==> config.mk <==
export PLATFORM = sky130hd
export DESIGN_NAME = lp_reset_pulser
export DESIGN_NICKNAME = d
export VERILOG_FILES = /design/src/rtl/lpr_pkg.sv /design/src/rtl/lpr_sync.sv /design/src/rtl/lpr_ctrl.sv /design/src/rtl/lpr_drive.sv /design/src/rtl/lp_reset_pulser.sv
export SDC_FILE = /design/constraint.sdc
export NUM_CORES = 1
export LEC_CHECK = 0
export BUFFER_PORTS_ARGS = -buffer_cell sky130_fd_sc_hd__buf_2
export CORE_AREA = 4 4 41 43
export CTS_BUF_LIST = sky130_fd_sc_hd__clkbuf_2
export CTS_CLUSTER_DIAMETER = 200
export DETAILED_ROUTE_END_ITERATION = 16
export DIE_AREA = 0 0 45 47
export PLACE_DENSITY_LB_ADDON = 0.08
export SYNTH_ARGS = -nofsm -noshare
export SYNTH_HDL_FRONTEND = slang
export SYNTH_SLANG_ARGS = --single-unit
==> constraint.sdc <==
create_clock -name clk -period 3.5 [get_ports clk]
set_input_delay 0.7 -clock clk [delete_from_list [all_inputs] [get_ports clk]]
set_output_delay 0.7 -clock clk [all_outputs]
set_load 0.1 [all_outputs]
==> src/rtl/lpr_pkg.sv <==
`timescale 1ns/1ps
package lpr_pkg;
  typedef enum logic [1:0] {
    ST_IDLE  = 2'd0,
    ST_COUNT = 2'd1,
    ST_PULSE = 2'd2,
    ST_HOLD  = 2'd3
  } lpr_state_e;
endpackage

==> src/rtl/lpr_sync.sv <==
`timescale 1ns/1ps
// Multi-stage synchronizer. During reset every stage preloads the pin value,
// so that a static strap is valid from the first cycle after reset.
module lpr_sync #(
  parameter int WIDTH  = 2,
  parameter int STAGES = 2
) (
  input  logic             clk,
  input  logic             rst,
  input  logic [WIDTH-1:0] d,
  output logic [WIDTH-1:0] q
);
  logic [WIDTH-1:0] stg [STAGES];

  always_ff @(posedge clk) begin
    if (rst) stg[0] <= d;
    else     stg[0] <= d;
  end

  for (genvar s = 1; s < STAGES; s++) begin : g_stage
    always_ff @(posedge clk) begin
      if (rst) stg[s] <= d;
      else     stg[s] <= stg[s-1];
    end
  end

  assign q = stg[STAGES-1];
endmodule

==> src/rtl/lpr_ctrl.sv <==
`timescale 1ns/1ps
module lpr_ctrl
  import lpr_pkg::*;
#(
  parameter int DELAY_CYCLES = 8,
  parameter int PULSE_CYCLES = 5
) (
  input  logic clk,
  input  logic rst,
  input  logic btn_s,      // synchronized, active low
  input  logic dsel_s,     // synchronized strap
  input  logic dsel_strap, // raw strap, captured during reset
  output logic pulse_nxt
);
  localparam int MAXC = (DELAY_CYCLES > PULSE_CYCLES) ? DELAY_CYCLES : PULSE_CYCLES;
  localparam int CW   = $clog2(MAXC + 1);
  localparam logic [CW-1:0] D_LAST = CW'(DELAY_CYCLES - 1);
  localparam logic [CW-1:0] P_LAST = CW'(PULSE_CYCLES - 1);
  localparam logic [CW-1:0] ONE    = CW'(1);
  localparam bit            NO_QUAL = (DELAY_CYCLES <= 1);

  lpr_state_e      state_q, state_d;
  logic [CW-1:0]   cnt_q, cnt_d;
  logic            mode_q;

  always_comb begin
    state_d = state_q;
    cnt_d   = cnt_q;
    case (state_q)
      ST_IDLE: begin
        cnt_d = '0;
        if (!btn_s) begin
          if (mode_q || NO_QUAL) begin
            state_d = ST_PULSE;
          end else begin
            state_d = ST_COUNT;
            cnt_d   = ONE;
          end
        end
      end
      ST_COUNT: begin
        if (btn_s) begin
          state_d = ST_IDLE;
          cnt_d   = '0;
        end else if (cnt_q == D_LAST) begin
          state_d = ST_PULSE;
          cnt_d   = '0;
        end else begin
          cnt_d = cnt_q + ONE;
        end
      end
      ST_PULSE: begin
        if (cnt_q == P_LAST) begin
          cnt_d   = '0;
          state_d = btn_s ? ST_IDLE : ST_HOLD;
        end else begin
          cnt_d = cnt_q + ONE;
        end
      end
      ST_HOLD: begin
        cnt_d = '0;
        if (btn_s) state_d = ST_IDLE;
      end
      default: begin
        state_d = ST_IDLE;
        cnt_d   = '0;
      end
    endcase
  end

  always_ff @(posedge clk) begin
    if (rst) begin
      state_q <= ST_IDLE;
      cnt_q   <= '0;
    end else begin
      state_q <= state_d;
      cnt_q   <= cnt_d;
    end
  end

  // Strap capture: from the pin in reset, afterwards only at rest with button up.
  always_ff @(posedge clk) begin
    if (rst)                              mode_q <= dsel_strap;
    else if (state_q == ST_IDLE && btn_s) mode_q <= dsel_s;
  end

  assign pulse_nxt = (state_d == ST_PULSE);


  cnt_idle_chk: assert property (@(posedge clk) disable iff (rst)
    (state_q == ST_IDLE) |-> (cnt_q == '0));

  rearm_guard_chk: assert property (@(posedge clk) disable iff (rst)
    (state_q == ST_HOLD && !btn_s) |=> (state_q == ST_HOLD));

  mode_frozen_chk: assert property (@(posedge clk) disable iff (rst)
    !btn_s |=> $stable(mode_q));

  full_qual_chk: assert property (@(posedge clk) disable iff (rst)
    (state_q == ST_COUNT && state_d == ST_PULSE) |-> (cnt_q == D_LAST));

  test_fast_chk: assert property (@(posedge clk) disable iff (rst)
    (state_q == ST_IDLE && mode_q && !btn_s) |=> (state_q == ST_PULSE));
endmodule

==> src/rtl/lpr_drive.sv <==
`timescale 1ns/1ps
module lpr_drive #(
  parameter int PULSE_CYCLES = 5
) (
  input  logic clk,
  input  logic rst,
  input  logic pulse_nxt,
  output logic rst_n_o,
  output logic rst_drv_o
);
  localparam int RW = $clog2(PULSE_CYCLES + 2);
  localparam logic [RW-1:0] P_VAL = RW'(PULSE_CYCLES);
  localparam logic [RW-1:0] R_ONE = RW'(1);

  logic          lvl_q, drv_q;
  logic [RW-1:0] low_run_q;

  always_ff @(posedge clk) begin
    if (rst) begin
      lvl_q <= 1'b1;
      drv_q <= 1'b0;
    end else begin
      lvl_q <= !pulse_nxt;
      drv_q <= pulse_nxt;
    end
  end

  assign rst_n_o   = lvl_q;
  assign rst_drv_o = drv_q;

  // Checker-side run length of the low level.
  always_ff @(posedge clk) begin
    if (rst)                                 low_run_q <= '0;
    else if (!lvl_q && low_run_q != '1)      low_run_q <= low_run_q + R_ONE;
    else if (lvl_q)                          low_run_q <= '0;
  end


  drive_pair_chk: assert property (@(posedge clk) disable iff (rst)
    drv_q == !lvl_q);

  pulse_cap_chk: assert property (@(posedge clk) disable iff (rst)
    low_run_q <= P_VAL);

  pulse_len_chk: assert property (@(posedge clk) disable iff (rst)
    $rose(lvl_q) |-> (low_run_q == P_VAL));
endmodule

==> src/rtl/lp_reset_pulser.sv <==
`timescale 1ns/1ps
module lp_reset_pulser #(
  parameter int DELAY_CYCLES = 8,
  parameter int PULSE_CYCLES = 5,
  parameter int SYNC_STAGES  = 2
) (
  input  logic clk,
  input  logic rst,
  input  logic btn_n_i,
  input  logic dly_sel_i,
  output logic rst_n_o,
  output logic rst_drv_o
);
  logic [1:0] sync_q;
  logic       pulse_nxt;

  lpr_sync #(.WIDTH(2), .STAGES(SYNC_STAGES)) u_sync (
    .clk (clk),
    .rst (rst),
    .d   ({btn_n_i, dly_sel_i}),
    .q   (sync_q)
  );

  lpr_ctrl #(.DELAY_CYCLES(DELAY_CYCLES), .PULSE_CYCLES(PULSE_CYCLES)) u_ctrl (
    .clk        (clk),
    .rst        (rst),
    .btn_s      (sync_q[1]),
    .dsel_s     (sync_q[0]),
    .dsel_strap (dly_sel_i),
    .pulse_nxt  (pulse_nxt)
  );

  lpr_drive #(.PULSE_CYCLES(PULSE_CYCLES)) u_drive (
    .clk       (clk),
    .rst       (rst),
    .pulse_nxt (pulse_nxt),
    .rst_n_o   (rst_n_o),
    .rst_drv_o (rst_drv_o)
  );
endmodule

# Yosys cells after proc, flatten, opt, wreduce, memory -nomap -nowiden
# Memories as Yosys holds them, arrays and structs flattened.
# Cells that the tools add are included.
# classes
n_addsub	1
eq_ne	6
n_mux	21
n_bitwise	2
reduce_logical	4
# ops
op	n
2-to-1 mux 2 bit	9
2-to-1 mux 4 bit	4
case mux 4 bit (4 select lines)	1
== test 4 x 3 -> 1 bit, second input constant	2
case mux 2 bit (4 select lines)	1
== test 2 bit, second input constant	3
2-to-1 mux 1 bit	6
adder 4 x 1 -> 4 bit, second input constant	1
== test 2 x 1 -> 1 bit, second input constant	1
zero test 2 bit	1
bitwise OR 1 bit	2
nonzero test 2 bit	1
logical AND 1 bit	1
zero test 1 bit	1
# totals
regBits	9
mem_bits_rw	4
in_bits	4
out_inout_bits	2
wordCells	40
memories	1
# mem_list
name	words	width	read_ports	rd_clocked_by_memory_dff	write_ports	line	text
u_sync.stg	2	2	2	0	2	lpr_sync.sv:13	logic [WIDTH-1:0] stg [STAGES];

# Depth between registers and ports, before layout
# logic_depth
word_depth	6
ltp_mapped	5
ltp_nobuf	5

# Hierarchy
# A second synthesis with hierarchy kept.
# unflattened
cells_unflattened	52
area_unflattened_um2	539.3
# by_module_without_submodules
mod	n_inst	cells_each	area_per_inst_um2
lpr_ctrl	1	42	384.1
lpr_sync	1	6	102.6
lpr_drive	1	4	52.6

# Worst setup path before layout
# No wires, ideal clock.
# synth_path
path_kind	register to output
startpoint	register u_drive.drv_q, in the netlist u_drive.rst_drv_o
endpoint	output rst_drv_o
arrival_ns	0.909
t_required_ns	2.800
setup_slack_ns	1.891
stages_incl_launch_ff	1
n_path_buf	0
cell_sequence	dfxtp_1
# synth_rtl
item	line	text
start, declared	lpr_drive.sv:15	logic lvl_q, drv_q;
start signal, assigned	lpr_drive.sv:24	drv_q <= pulse_nxt;
end, declared	lp_reset_pulser.sv:12	output logic rst_drv_o
# No word-level cell between the ends.

# Final worst setup path
# layout_path
startpoint	register u_drive.drv_q, in the netlist u_drive.rst_drv_o
endpoint	output rst_drv_o
# No word-level cell between the ends.

==> impl_results.md <==
- CTS root buf: clkbuf_2
- # DRC: 0
- Worst slew pin tran: 0.485 ns
- Area Growth Syn to Fin: 7.85%
- Crit-path max FO: 1
- Share of layout cells above drive strength 1: 25.8%
- CP top delay family: buffers and inverters
- GRT Total Usage: 9.94%
- Synth top area share: 39.7%
- Commonest non-fill, non-tap cell in the layout: dfxtp_1
- Routed vias: 408
- Post-CTS sizing: 0
- Global-route wire length before repair: 1.52 mm
- CP peak stage delay: 0.42 ns
- Setup Skew: 0.0146 ns
- Outcome: completed
- Max stage delay cell, worst path: buf_2
- IO Port Bufs: 5
- Final Non-Filler Cells: 81
- Yosys warns: 0
- Int Power: 0.212 mW
- Yosys cell types: 32
- Asr flop ratio synth: 0%
- Final setup vio count: 0
- CTS Buf Count: 3
- Synth Net Count: 65
- Worst-skew pair later-pin latency: 0.26 ns
- Predominant post-synthesis flop cell: dfxtp_1
- Largest net degree at the start of global routing: 12
- Final WL: 891 um
- Bufs and invs on worst path: 1
- Maxcap violations: 0
- Fin nets: 73
- Post-detail-place hpwl: 715 um
- Min-delay worst type: reg -> reg
- Setup CP Type: reg -> out
- Sw Share: 30.8%
- Register area share after synthesis: 44.6%
- Cts hold-fix bufs: 0
- ANT nets after route: 0
- # rows: 13
- Drt wl/cell: 11.0 um
- Max Clock Freq: 0.584 GHz
- CTS tree: built
- Sw power: 0.0946 mW
- Top post-synthesis cells by area: dfxtp_1 40%, edfxtp_1 5.0%, inv_1 4.3%
- #FFs+latches synth: 13
- Total gr overflow: 0
- Total negative slack: 0 ns
- Core area: 0.00130 mm2
- RSZ-0062 raised after global routing: no
- Required @ worst endpoint: 2.80 ns
- Number of synthesized flops with an enable pin: 1
- Htree depth: 1
- Final min period: 1.71 ns
- Ports: 6
- Synth area leader: dfxtp_1
- Ant. Diodes: 0
- Crit path cell chain: buf_2
- Total clock sinks: 13
- P per Cell Area: 470 mW/mm2
- Post-CTS setup buffers: 0
- Vert. Die Dim: 47 um
- Crit path DAT: 1.01 ns
- Die Area: 0.00212 mm2
- Deepest clock path buffer count: 2
- Post-Synthesis Cells: 59
- Flop pwr share: 55.7%
- Most frequent cells in the layout: 12 x dfxtp_1, 7 x inv_1, 5 x buf_2
- Gate power share: 20.2%
- 1st-iter DRT viols: 6
- Final period utilization: 48.9%
- Syn Area/Cell: 10.3 um2
- Mapped Area: 606 um2
- Number of global-route vias before repair: 356
- Critical path startpoint category: flop
- Final core occ: 50.2%
- Slew HR: 67.9%
- Die extent in x: 45 um
- Gpl congestion: 0.705
- Final hold viol count: 0
- Clock power share: 24.1%
- Static leakage: 0.272 nW
- Worst Setup End Kind: output port
- Initial DRT Pass Iterations: 4
- Peak VDD IR: 0.236 mV
- Initial antenna violation count: 0
- Initial Util: 46.5%
- Placed cells: 77
- Slew Viols, Final: 0
- Clock Pin Slew Worst Setup and Hold Paths: 0.12 ns
- Vias per cell: 5.04
- Fill count: 136
==> metal layers <==
layer	wire length, um	GRT usage (%)	vias up
met5	0	0	-
met4	0	3.51	0
met1	461	13.9	180
met3	42	3.45	0
met2	387	14.1	9
li1	-	-	219
==> synth_stat cells (2+ instances only) <==
master    instances
nor3_1            2
ha_1              2
nand2_1           4
inv_1             7
a21oi_1           2
nand2b_1          2
o21ai_0           2
dfxtp_1          12
nor2_1            3
==> state kept, by name, indices dropped and copies added (netlist names) <==
signal and flops:
u_ctrl.cnt_q 4, u_ctrl.mode_q 1, u_ctrl.state_q 2, u_drive.rst_drv_o 1, u_drive.rst_n_o 1, u_sync.stg 4
==> final cells by class <==
| type | count | area, um2 | share of cell area [%] |
|---|---|---|---|
| Timing Repair Buffer | 5 | 25.0 | 3.83 |
| Multi-Input combinational cell | 37 | 293 | 44.8 |
| Inverter | 7 | 26.3 | 4.02 |
| Sequential cell | 13 | 270 | 41.4 |
| Clock buffer | 4 | 20.0 | 3.07 |
| Tap cell | 15 | 18.8 | 2.87 |
==> worst register-to-register path, stage by stage (launching register included) <==
cell      delay (ns)
dfxtp_1         0.41
inv_1           0.06
ha_1            0.21
and4b_1         0.19
o221ai_2        0.22
o211ai_1        0.12
==> worst paths after layout <==
path / from / end / slack [ns] / depth (start not counted)
setup / recovery: u_drive.rst_drv_o / rst_drv_o / 1.79 / 1
hold / removal: u_sync.stg[0][0] / u_sync.stg[1][0] / 0.44 / 2
setup reg to reg: u_ctrl.cnt_q[0] / u_drive.rst_n_o / 2.19 / 5
hold reg to reg: u_sync.stg[0][0] / u_sync.stg[1][0] / 0.44 / 2
==> cells by family after synthesis <==
kind of cell	share of synthesized area (%)
xor gates and xnor gates	2.89
AOI/OAI and AO/OA	17.4
and+or+nand+nor	22.1
buffers and inverters	7.02
DFF	44.6
muxes	1.86
adders and majority gates	4.13
==> per-stage QoR <==
step	setup slack, ns	cell area [um2]	hold WS (ns)	power (mW)
after floorplan	1.89	606	0.415	0.227
after global placement	2.10	633	0.423	0.237
after detailed placement	2.09	633	0.431	0.237
after CTS	1.77	653	0.450	0.313
after global routing	1.75	653	0.465	0.324
final	1.79	653	0.441	0.307
==> power by group through the flow <==
stage	Combinational, mW	Clock [mW]	Sequential, mW
finish	0.0621	0.0740	0.171
CTS	0.0628	0.0799	0.171
global placement	0.0626	0	0.174
global route	0.0689	0.0835	0.172
detailed placement	0.0627	0	0.174
floorplan	0.0380	0	0.189
No activity file was read; power rests on OpenSTA's default activity.
